File: src/rtl/prox_pkg.sv
package prox_pkg;

   localparam int IT_CODES   = 8;
   localparam int DUTY_CODES = 4;
   localparam int HALF_MAX   = 16;

   // Emitter length in half-T units for one integration code.
   function automatic int unsigned half_units(input logic [2:0] code);
      if (code == 3'd7) return 16;
      return int'(code) + 2;
   endfunction

   // Period multiplier for one duty code.
   function automatic int unsigned duty_mult(input logic [1:0] code);
      return 1 << code;
   endfunction

endpackage

File: src/rtl/prox_pulse.sv
module prox_pulse #(
   parameter int T_CYC = 4
) (
   input  logic       clk,
   input  logic       rst,
   input  logic       load,
   input  logic [2:0] it_code,
   input  logic       abort,
   output logic       active,
   output logic       done
);
   localparam int HALF    = T_CYC / 2;
   localparam int MAX_LEN = prox_pkg::HALF_MAX * HALF;
   localparam int LEN_W   = $clog2(MAX_LEN + 1);

   logic [LEN_W-1:0] len_tab [prox_pkg::IT_CODES];
   logic [LEN_W-1:0] cnt;

   for (genvar g = 0; g < prox_pkg::IT_CODES; g++) begin : g_len
      assign len_tab[g] = LEN_W'(prox_pkg::half_units(3'(g)) * HALF);
   end

   always_ff @(posedge clk) begin
      if (rst) begin
         cnt    <= '0;
         active <= 1'b0;
         done   <= 1'b0;
      end else begin
         done <= 1'b0;
         if (active) begin
            if (abort) begin
               active <= 1'b0;
            end else if (cnt == '0) begin
               active <= 1'b0;
               done   <= 1'b1;
            end else begin
               cnt <= cnt - 1'b1;
            end
         end else if (load) begin
            active <= 1'b1;
            cnt    <= len_tab[it_code] - 1'b1;
         end
      end
   end

endmodule

File: src/rtl/prox_sched.sv
module prox_sched #(
   parameter int T_CYC     = 4,
   parameter int DUTY_BASE = 40
) (
   input  logic       clk,
   input  logic       rst,
   input  logic       shutdown,
   input  logic       force_mode,
   input  logic [1:0] duty,
   input  logic       trig_wr,
   input  logic       emit_active,
   input  logic       conv_start,
   input  logic       raw_valid,
   output logic       start,
   output logic       capture
);
   localparam int PER_UNIT = DUTY_BASE * T_CYC;
   localparam int PER_MAX  = PER_UNIT * (1 << (prox_pkg::DUTY_CODES - 1));
   localparam int PER_W    = $clog2(PER_MAX + 1);

   logic [PER_W-1:0] per_tab [prox_pkg::DUTY_CODES];
   logic [PER_W-1:0] per_cnt;
   logic             trig_q;
   logic             wait_raw;
   logic             idle;
   logic             due;

   for (genvar g = 0; g < prox_pkg::DUTY_CODES; g++) begin : g_per
      assign per_tab[g] = PER_W'(PER_UNIT * prox_pkg::duty_mult(2'(g)));
   end

   assign idle    = !emit_active && !conv_start && !wait_raw;
   assign due     = force_mode ? trig_q : (per_cnt == '0);
   assign start   = idle && !shutdown && due;
   assign capture = (conv_start || wait_raw) && raw_valid && !shutdown;

   // Self-clearing trigger bit: only set when idle, cleared when used.
   always_ff @(posedge clk) begin
      if (rst || shutdown || !force_mode) begin
         trig_q <= 1'b0;
      end else if (start) begin
         trig_q <= 1'b0;
      end else if (trig_wr && idle && !trig_q) begin
         trig_q <= 1'b1;
      end
   end

   // Free-running period counter.
   always_ff @(posedge clk) begin
      if (rst || shutdown || force_mode) begin
         per_cnt <= '0;
      end else if (start) begin
         per_cnt <= per_tab[duty] - 1'b1;
      end else if (per_cnt != '0) begin
         per_cnt <= per_cnt - 1'b1;
      end
   end

   // Conversion pending until the converter answers.
   always_ff @(posedge clk) begin
      if (rst || shutdown) begin
         wait_raw <= 1'b0;
      end else begin
         wait_raw <= (conv_start || wait_raw) && !raw_valid;
      end
   end

endmodule

File: src/rtl/prox_post.sv
module prox_post #(
   parameter int RAW_W = 16,
   parameter int LO_W  = 12
) (
   input  logic             clk,
   input  logic             rst,
   input  logic             capture,
   input  logic [RAW_W-1:0] raw,
   input  logic [RAW_W-1:0] canc,
   input  logic             res_hi,
   output logic [RAW_W-1:0] result,
   output logic             valid
);
   logic [RAW_W:0]   diff;
   logic [RAW_W-1:0] mag;
   logic [RAW_W-1:0] lo_val;
   logic [RAW_W-1:0] next_val;

   assign diff = {1'b0, raw} - {1'b0, canc};
   assign mag  = diff[RAW_W] ? '0 : diff[RAW_W-1:0];

   if (LO_W < RAW_W) begin : g_clamp
      localparam logic [RAW_W-1:0] LO_MAX = RAW_W'((1 << LO_W) - 1);
      assign lo_val = (|mag[RAW_W-1:LO_W]) ? LO_MAX : mag;
   end else begin : g_pass
      assign lo_val = mag;
   end

   assign next_val = res_hi ? mag : lo_val;

   always_ff @(posedge clk) begin
      if (rst) begin
         result <= '0;
         valid  <= 1'b0;
      end else begin
         valid <= capture;
         if (capture) result <= next_val;
      end
   end

endmodule

File: src/rtl/prox_seq.sv
module prox_seq #(
   parameter int T_CYC     = 4,
   parameter int DUTY_BASE = 40,
   parameter int RAW_W     = 16,
   parameter int LO_W      = 12
) (
   input  logic             clk,
   input  logic             rst,
   input  logic             shutdown,
   input  logic             force_mode,
   input  logic [1:0]       duty,
   input  logic [2:0]       it_code,
   input  logic             res_hi,
   input  logic [RAW_W-1:0] cancel,
   input  logic             trig_wr,
   input  logic             raw_valid,
   input  logic [RAW_W-1:0] raw_count,
   output logic             emit_en,
   output logic             conv_start,
   output logic [RAW_W-1:0] result,
   output logic             result_valid
);
   if (T_CYC < 2 || (T_CYC % 2) != 0) begin : g_bad_t
      $error("T_CYC must be even and at least 2");
   end
   if (DUTY_BASE <= prox_pkg::HALF_MAX) begin : g_bad_duty
      $error("DUTY_BASE too small for the longest emitter pulse");
   end
   if (LO_W < 1 || LO_W > RAW_W) begin : g_bad_w
      $error("LO_W must lie in 1..RAW_W");
   end

   logic start;
   logic capture;

   prox_sched #(.T_CYC(T_CYC), .DUTY_BASE(DUTY_BASE)) u_sched (
      .clk        (clk),
      .rst        (rst),
      .shutdown   (shutdown),
      .force_mode (force_mode),
      .duty       (duty),
      .trig_wr    (trig_wr),
      .emit_active(emit_en),
      .conv_start (conv_start),
      .raw_valid  (raw_valid),
      .start      (start),
      .capture    (capture)
   );

   prox_pulse #(.T_CYC(T_CYC)) u_pulse (
      .clk    (clk),
      .rst    (rst),
      .load   (start),
      .it_code(it_code),
      .abort  (shutdown),
      .active (emit_en),
      .done   (conv_start)
   );

   prox_post #(.RAW_W(RAW_W), .LO_W(LO_W)) u_post (
      .clk    (clk),
      .rst    (rst),
      .capture(capture),
      .raw    (raw_count),
      .canc   (cancel),
      .res_hi (res_hi),
      .result (result),
      .valid  (result_valid)
   );

endmodule

File: config.mk
export PLATFORM = sky130hd
export DESIGN_NAME = prox_seq
export DESIGN_NICKNAME = d
export VERILOG_FILES = /design/src/rtl/prox_pkg.sv /design/src/rtl/prox_pulse.sv /design/src/rtl/prox_sched.sv /design/src/rtl/prox_post.sv /design/src/rtl/prox_seq.sv
export SDC_FILE = /design/constraint.sdc
export NUM_CORES = 1
export LEC_CHECK = 0
export ABC_AREA = 1
export BUFFER_PORTS_ARGS = -buffer_cell sky130_fd_sc_hd__buf_4
export CAP_MARGIN = 0
export CORE_MARGIN = 3
export CORE_UTILIZATION = 50
export DETAILED_ROUTE_END_ITERATION = 10
export GPL_TIMING_DRIVEN = 0
export PLACE_DENSITY = 0.77
export SETUP_SLACK_MARGIN = 0.4
export SYNTH_ARGS = -nofsm -noshare
export SYNTH_HDL_FRONTEND = slang
export SYNTH_SLANG_ARGS = --single-unit
export TNS_END_PERCENT = 1
File: constraint.sdc
create_clock -name clk -period 2.8 [get_ports clk]
set_input_delay 0.56 -clock clk [delete_from_list [all_inputs] [get_ports clk]]
set_output_delay 0.56 -clock clk [all_outputs]
set_load 0.02 [all_outputs]
# == After elaboration in Yosys (flattened, before gate mapping) ==
# Memory sizes are Yosys's and may differ from the RTL's.
# Index checks and enable logic that the tools add are counted.
# word_totals
ff_bits,38
rom_bits,48
inputBits,44
out_inout_bits,19
word_cells,70
n_memories,1
# mem_list
memory,words,word_bits,rd,rd_clocked_by_memory_dff,wr,line_no,rtl
(no name shown),8,6,1,0,0,prox_pulse.sv:41,cnt <= len_tab[it_code] - 1'b1;
# classes
add_sub_neg,5
order_cmp,2
eq_ne,2
muxes,20
bitwise_logic,3
reduce_logical,29
# ops
operator,n
16-bit two-way mux,3
11-bit two-way mux,4
6-bit two-way mux,6
11-bit binary-select mux with 2-bit select,1
11-bit by 1-bit subtractor with 11-bit output (second input constant),2
16-bit by 16-bit subtractor with 17-bit output,1
6-bit by 1-bit subtractor with 6-bit output (second input constant),2
11-bit logical NOT,1
11-bit nonzero test,1
1-bit logical AND,9
1-bit logical NOT,7
6-bit logical NOT,1
1-bit two-way mux,6
4-bit >= comparator (second input constant),1
1-bit logical OR,4
2-bit != test (second input constant),2
3-bit NOT with 4-bit output,1
2-bit nonzero test,2
4-bit OR reduction,1
3-bit >= comparator (second input constant),1
2-bit NOT with 3-bit output,1
3-bit AND reduction,1
3-bit OR reduction,1
2-bit OR reduction,1
1-bit NOT,1

# == Depth between registers and ports, before layout ==
# depth
depth_word,7
ltp_mapped,16
ltp_nobuf,15

# == By module ==
# From an unflattened synthesis, not the netlist that was laid out.
# hier_totals
hier_cells,530
hier_area_um2,3320.7
# by_module_without_submodules
mod,instances,cells_per_inst,area_per_inst_um2,seq_area_each_um2
prox_post,1,301,1771.7,340.3
prox_sched,1,135,924.6,260.2
prox_pulse,1,94,624.3,160.2

# == Least setup slack after synthesis ==
# Ideal clock, no wire load.
# synth_timing
kind,input -> register
startpoint,in raw_count[0]
endpoint,reg u_post.result[10]
setup_time_ps,122
t_arrival_ps,2195
required_ps,2678
path_slack_ps,483
path_stages,15
n_path_buf,1
path_cell_list,inv_1 -> ha_1 -> inv_1 -> fa_1 -> nand2_1 -> nand2_1 -> nand3b_1 -> nand2_1 -> nand2_1 -> nand3_1 -> nand3_1 -> nand2_1 -> o21ai_1 -> buf_2 -> a21oi_1
# synth_via
elab_chain_cells,5
# synth_rtl
item,line_no,rtl
start: declaration,prox_seq.sv:17,"input logic [RAW_W-1:0] raw_count,"
16-bit by 16-bit subtractor with 17-bit output *,prox_post.sv:19,"assign diff = {1'b0, raw} - {1'b0, canc};"
16-bit two-way mux *,prox_post.sv:20,assign mag = diff[RAW_W] ? '0 : diff[RAW_W-1:0];
4-bit OR reduction,prox_post.sv:24,assign lo_val = (|mag[RAW_W-1:LO_W]) ? LO_MAX : mag;
16-bit two-way mux,prox_post.sv:24,
16-bit two-way mux *,prox_post.sv:29,assign next_val = res_hi ? mag : lo_val;
end signal: assignment,prox_post.sv:37,if (capture) result <= next_val;
end: declaration,prox_post.sv:11,"output logic [RAW_W-1:0] result,"
# Every way passes the cells marked *; elsewhere a longest branch is shown, timed or not.
# A chain may end at the register's enable or synchronous reset.

# == Worst setup path after layout ==
# layout_timing
startpoint,in raw_count[0]
endpoint,reg u_post.result[8]
# Same word-level chain as after synthesis.

==> impl_metrics.ini <==
[routing]
drt_iter0_markers = 150
vias = 3297
drt_wl_total_um = 7311
drc = 0
detail-route-antenna-nets = 0
wl_per_cell_um = 11.23
dr.pass1.iters = 4
vias_per_cell = 5.065

[placed_design]
globalplace.congestion = 0.8747
io_buffers = 62
hpwl_um = 5932

[global_routing]
grt_pass1_wl_um = 12420
gr-total-overflow = 0
grt_pass1_vias = 2976
grt_antenna_before_repair = 0
grt_usage_pct = 20.83
grt_start_max_net_pins = 12

[die]
io-pin-count = 63
die_h_um = 83.93
dieArea_mm2 = 0.007044
core_area_mm2 = 0.005675
core.rowCount = 27
die_w_um = 83.93
start_util_pct = 53.51

[setup_path]
cp_max_fo = 7
crit_end = u_post.result[8]
r2r_start = u_sched.per_cnt[0]
r2r_end = u_sched.per_cnt[6]
critPathLaunch = raw_count[0]
cp.required_ns = 2.98
reg2reg_depth = 13
crit_type = primary input to register
worstPathArrival_ns = 2.41
start_kind = primary input
endpoint_kind = register
rrSetupSlack_ns = 0.61

[status]
outcome = finished clean

[pwr]
max-vdd-ir-drop_mv = 0.2178
p_switching_uw = 615.8
power_mw = 1.646
internal_power_mw = 1.030
cellPowerDensity_mw_per_mm2 = 440.9
p_leak_nw = 2.082
seqPwrFrac_pct = 36.2
netSwitchingFraction_pct = 37.42
pwr-share-clk_pct = 23.4
power_frac_comb_pct = 40.4

[synthesis]
synth_top_area_share_pct = 25.05
yosys_most_used_dff = dfxtp_1
ys_seq_elements = 38
yosysWarnings = 0
synth_commonest_cells = 145 x nand2_1, 95 x inv_1, 48 x nor2_1
syn_nets = 572
yosys.cell_types.count = 36
async_flop_share_pct = 0
post_synth_instance_area_mm2 = 0.003037
yosys-top-cells-area = dfxtp_1 25%, nand2_1 18%, inv_1 12%, ha_1 8.7%, a21oi_1 7.7%
synth.most_common_cell = nand2_1
syn_inst = 506
yosys.area.top_type = dfxtp_1
ys_seq_area_share_pct = 25.05
synth-edff-count = 0
syn_avg_cell_area_um2 = 6.001

[cts]
clockRootBuffer = clkbuf_8
cts_buffers = 5
clock_sinks = 38
clk_pin_slew_ns = 0.07
hold_buffers = 0
clockBufferDepth = 2
clk_latency_ns = 0.29
h-tree-depth = 2
tritoncts = done

[timing]
fmax_ghz = 0.4477
hold_violations = 0
drv_slew = 0
tns_ns = 0
period_needed_ns = 2.233
fin_crit_sh_pct = 79.77
fin_skew_ns = 0.004928
rsz0062_at_grt = true
worstMarginPinSlew_ns = 0.5257
max_slew_margin_pct = 64.83
setup_viol = 0

[layout]
num-nets-final = 644
diodes = 0
drive_gt1_share_pct = 17.27
syn2layout_area_growth_pct = 22.91

[min_path]
hold_path.class = primary input to register

[run]
maxCapViolations = 0
## critical path: stages
cell and delay [ns]:
buf_4 0.11, inv_1 0.06, ha_1 0.14, inv_1 0.05, fa_2 0.33, nand2_2 0.09, a21oi_2 0.09, nand2_1 0.07
nand2_1 0.07, nand2_1 0.08, nand2_2 0.11, nand3_1 0.13, nand2_1 0.10, o21ai_4 0.22, buf_6 0.14, a21oi_1 0.06
## placed cells by master, fill, tap and decap left out, types with 2 or more instances in the layout
cell,n
nand2_1,144
inv_1,95
buf_4,64
nor2_1,48
a21oi_1,47
dfxtp_1,38
nand3_1,30
ha_1,21
o21ai_0,18
or2_2,9
a31oi_1,8
nor3_1,6
clkbuf_8,6
nand2_4,4
clkbuf_1,4
buf_6,3
nand3b_1,3
xor2_1,3
or2_1,2
nor4_1,2
buf_2,2
nand2_2,2
a21oi_2,2
xnor2_1,2
## layout make-up
| class | count | area (um^2) |
|---|---|---|
| Fill cell | 541 | 1943 |
| Multi-Input combinational cell | 364 | 1888 |
| Sequential cell | 38 | 760.7 |
| Timing Repair Buffer | 65 | 491.7 |
| Inverter | 97 | 366.6 |
| Tap cell | 72 | 90.09 |
| Clock buffer | 7 | 86.33 |
| Buffer | 7 | 43.79 |
| Clock inverter | 1 | 5.005 |
## how the worst min path moves through the flow
stage | slack (ns) | from | end | cells past startpoint
6_report | 0.44 | raw_valid | u_sched.wait_raw | 2
4_1_cts | 0.43 | raw_valid | u_sched.wait_raw | 2
5_1_grt | 0.44 | raw_valid | u_sched.wait_raw | 2
3_5_place_dp | 0.45 | u_sched.per_cnt[0] | u_sched.per_cnt[0] | 1
2_1_floorplan | 0.42 | u_sched.per_cnt[0] | u_sched.per_cnt[0] | 1
3_3_place_gp | 0.44 | u_sched.per_cnt[0] | u_sched.per_cnt[0] | 1
## logic make-up (layout without fill, tap and decap cells)
kind of cell | Yosys count | in the layout | synth area share (%)
compound gates | 81 | 81 | 14.30
simple gates | 256 | 256 | 36.59
xor+xnor | 5 | 5 | 1.442
flops | 38 | 38 | 25.05
buf+inv | 104 | 177 | 13.31
fa+ha+maj | 22 | 22 | 9.312
## flip-flops by register name, indices dropped and copies added (netlist names)
name	flops
u_pulse.active	1
u_sched.trig_q	1
u_post.result	16
u_sched.per_cnt	11
u_sched.wait_raw	1
u_pulse.done	1
u_pulse.cnt	6
u_post.valid	1
## metrics by stage
stage               utilization (%)  hold slack [ns]  cell area (um^2)  instances  worst slack [ns]
finish                        65.76           0.4410              3732        651            0.5666
global route                  65.76           0.4366              3732        651            0.3944
CTS                           65.01           0.4311              3690        648            0.4345
detailed placement            63.29           0.4523              3592        640          0.003502
global placement              63.29           0.4428              3592        640           0.03240
floorplan                         -           0.4231              3037        506            0.4831
## layer usage
metal  track usage, %  vias to the layer above  wire [um]
met2            36.66                       80       3534
li1                 -                     1740          -
met5                0                        -          0
met1            25.43                     1463       3276
met3            3.258                       14        343
met4            7.602                        0        156
## timing repair
| action | CTS | global route |
|---|---|---|
| setup endpoints to repair | 10 | 11 |
| gates resized for setup | 2 | 6 |
| pin swaps | 0 | 2 |
| setup buffers | 0 | 2 |
| gates cloned | 0 | 1 |
## power groups by stage
stage | Sequential, mW | Combinational, mW | Clock (mW)
2_1_floorplan | 0.605 | 0.474 | 0
3_3_place_gp | 0.607 | 0.621 | 0
3_5_place_dp | 0.607 | 0.635 | 0
4_1_cts | 0.595 | 0.643 | 0.395
5_1_grt | 0.600 | 0.761 | 0.416
6_report | 0.596 | 0.665 | 0.385
No activity file was read; power rests on OpenSTA's default activity.
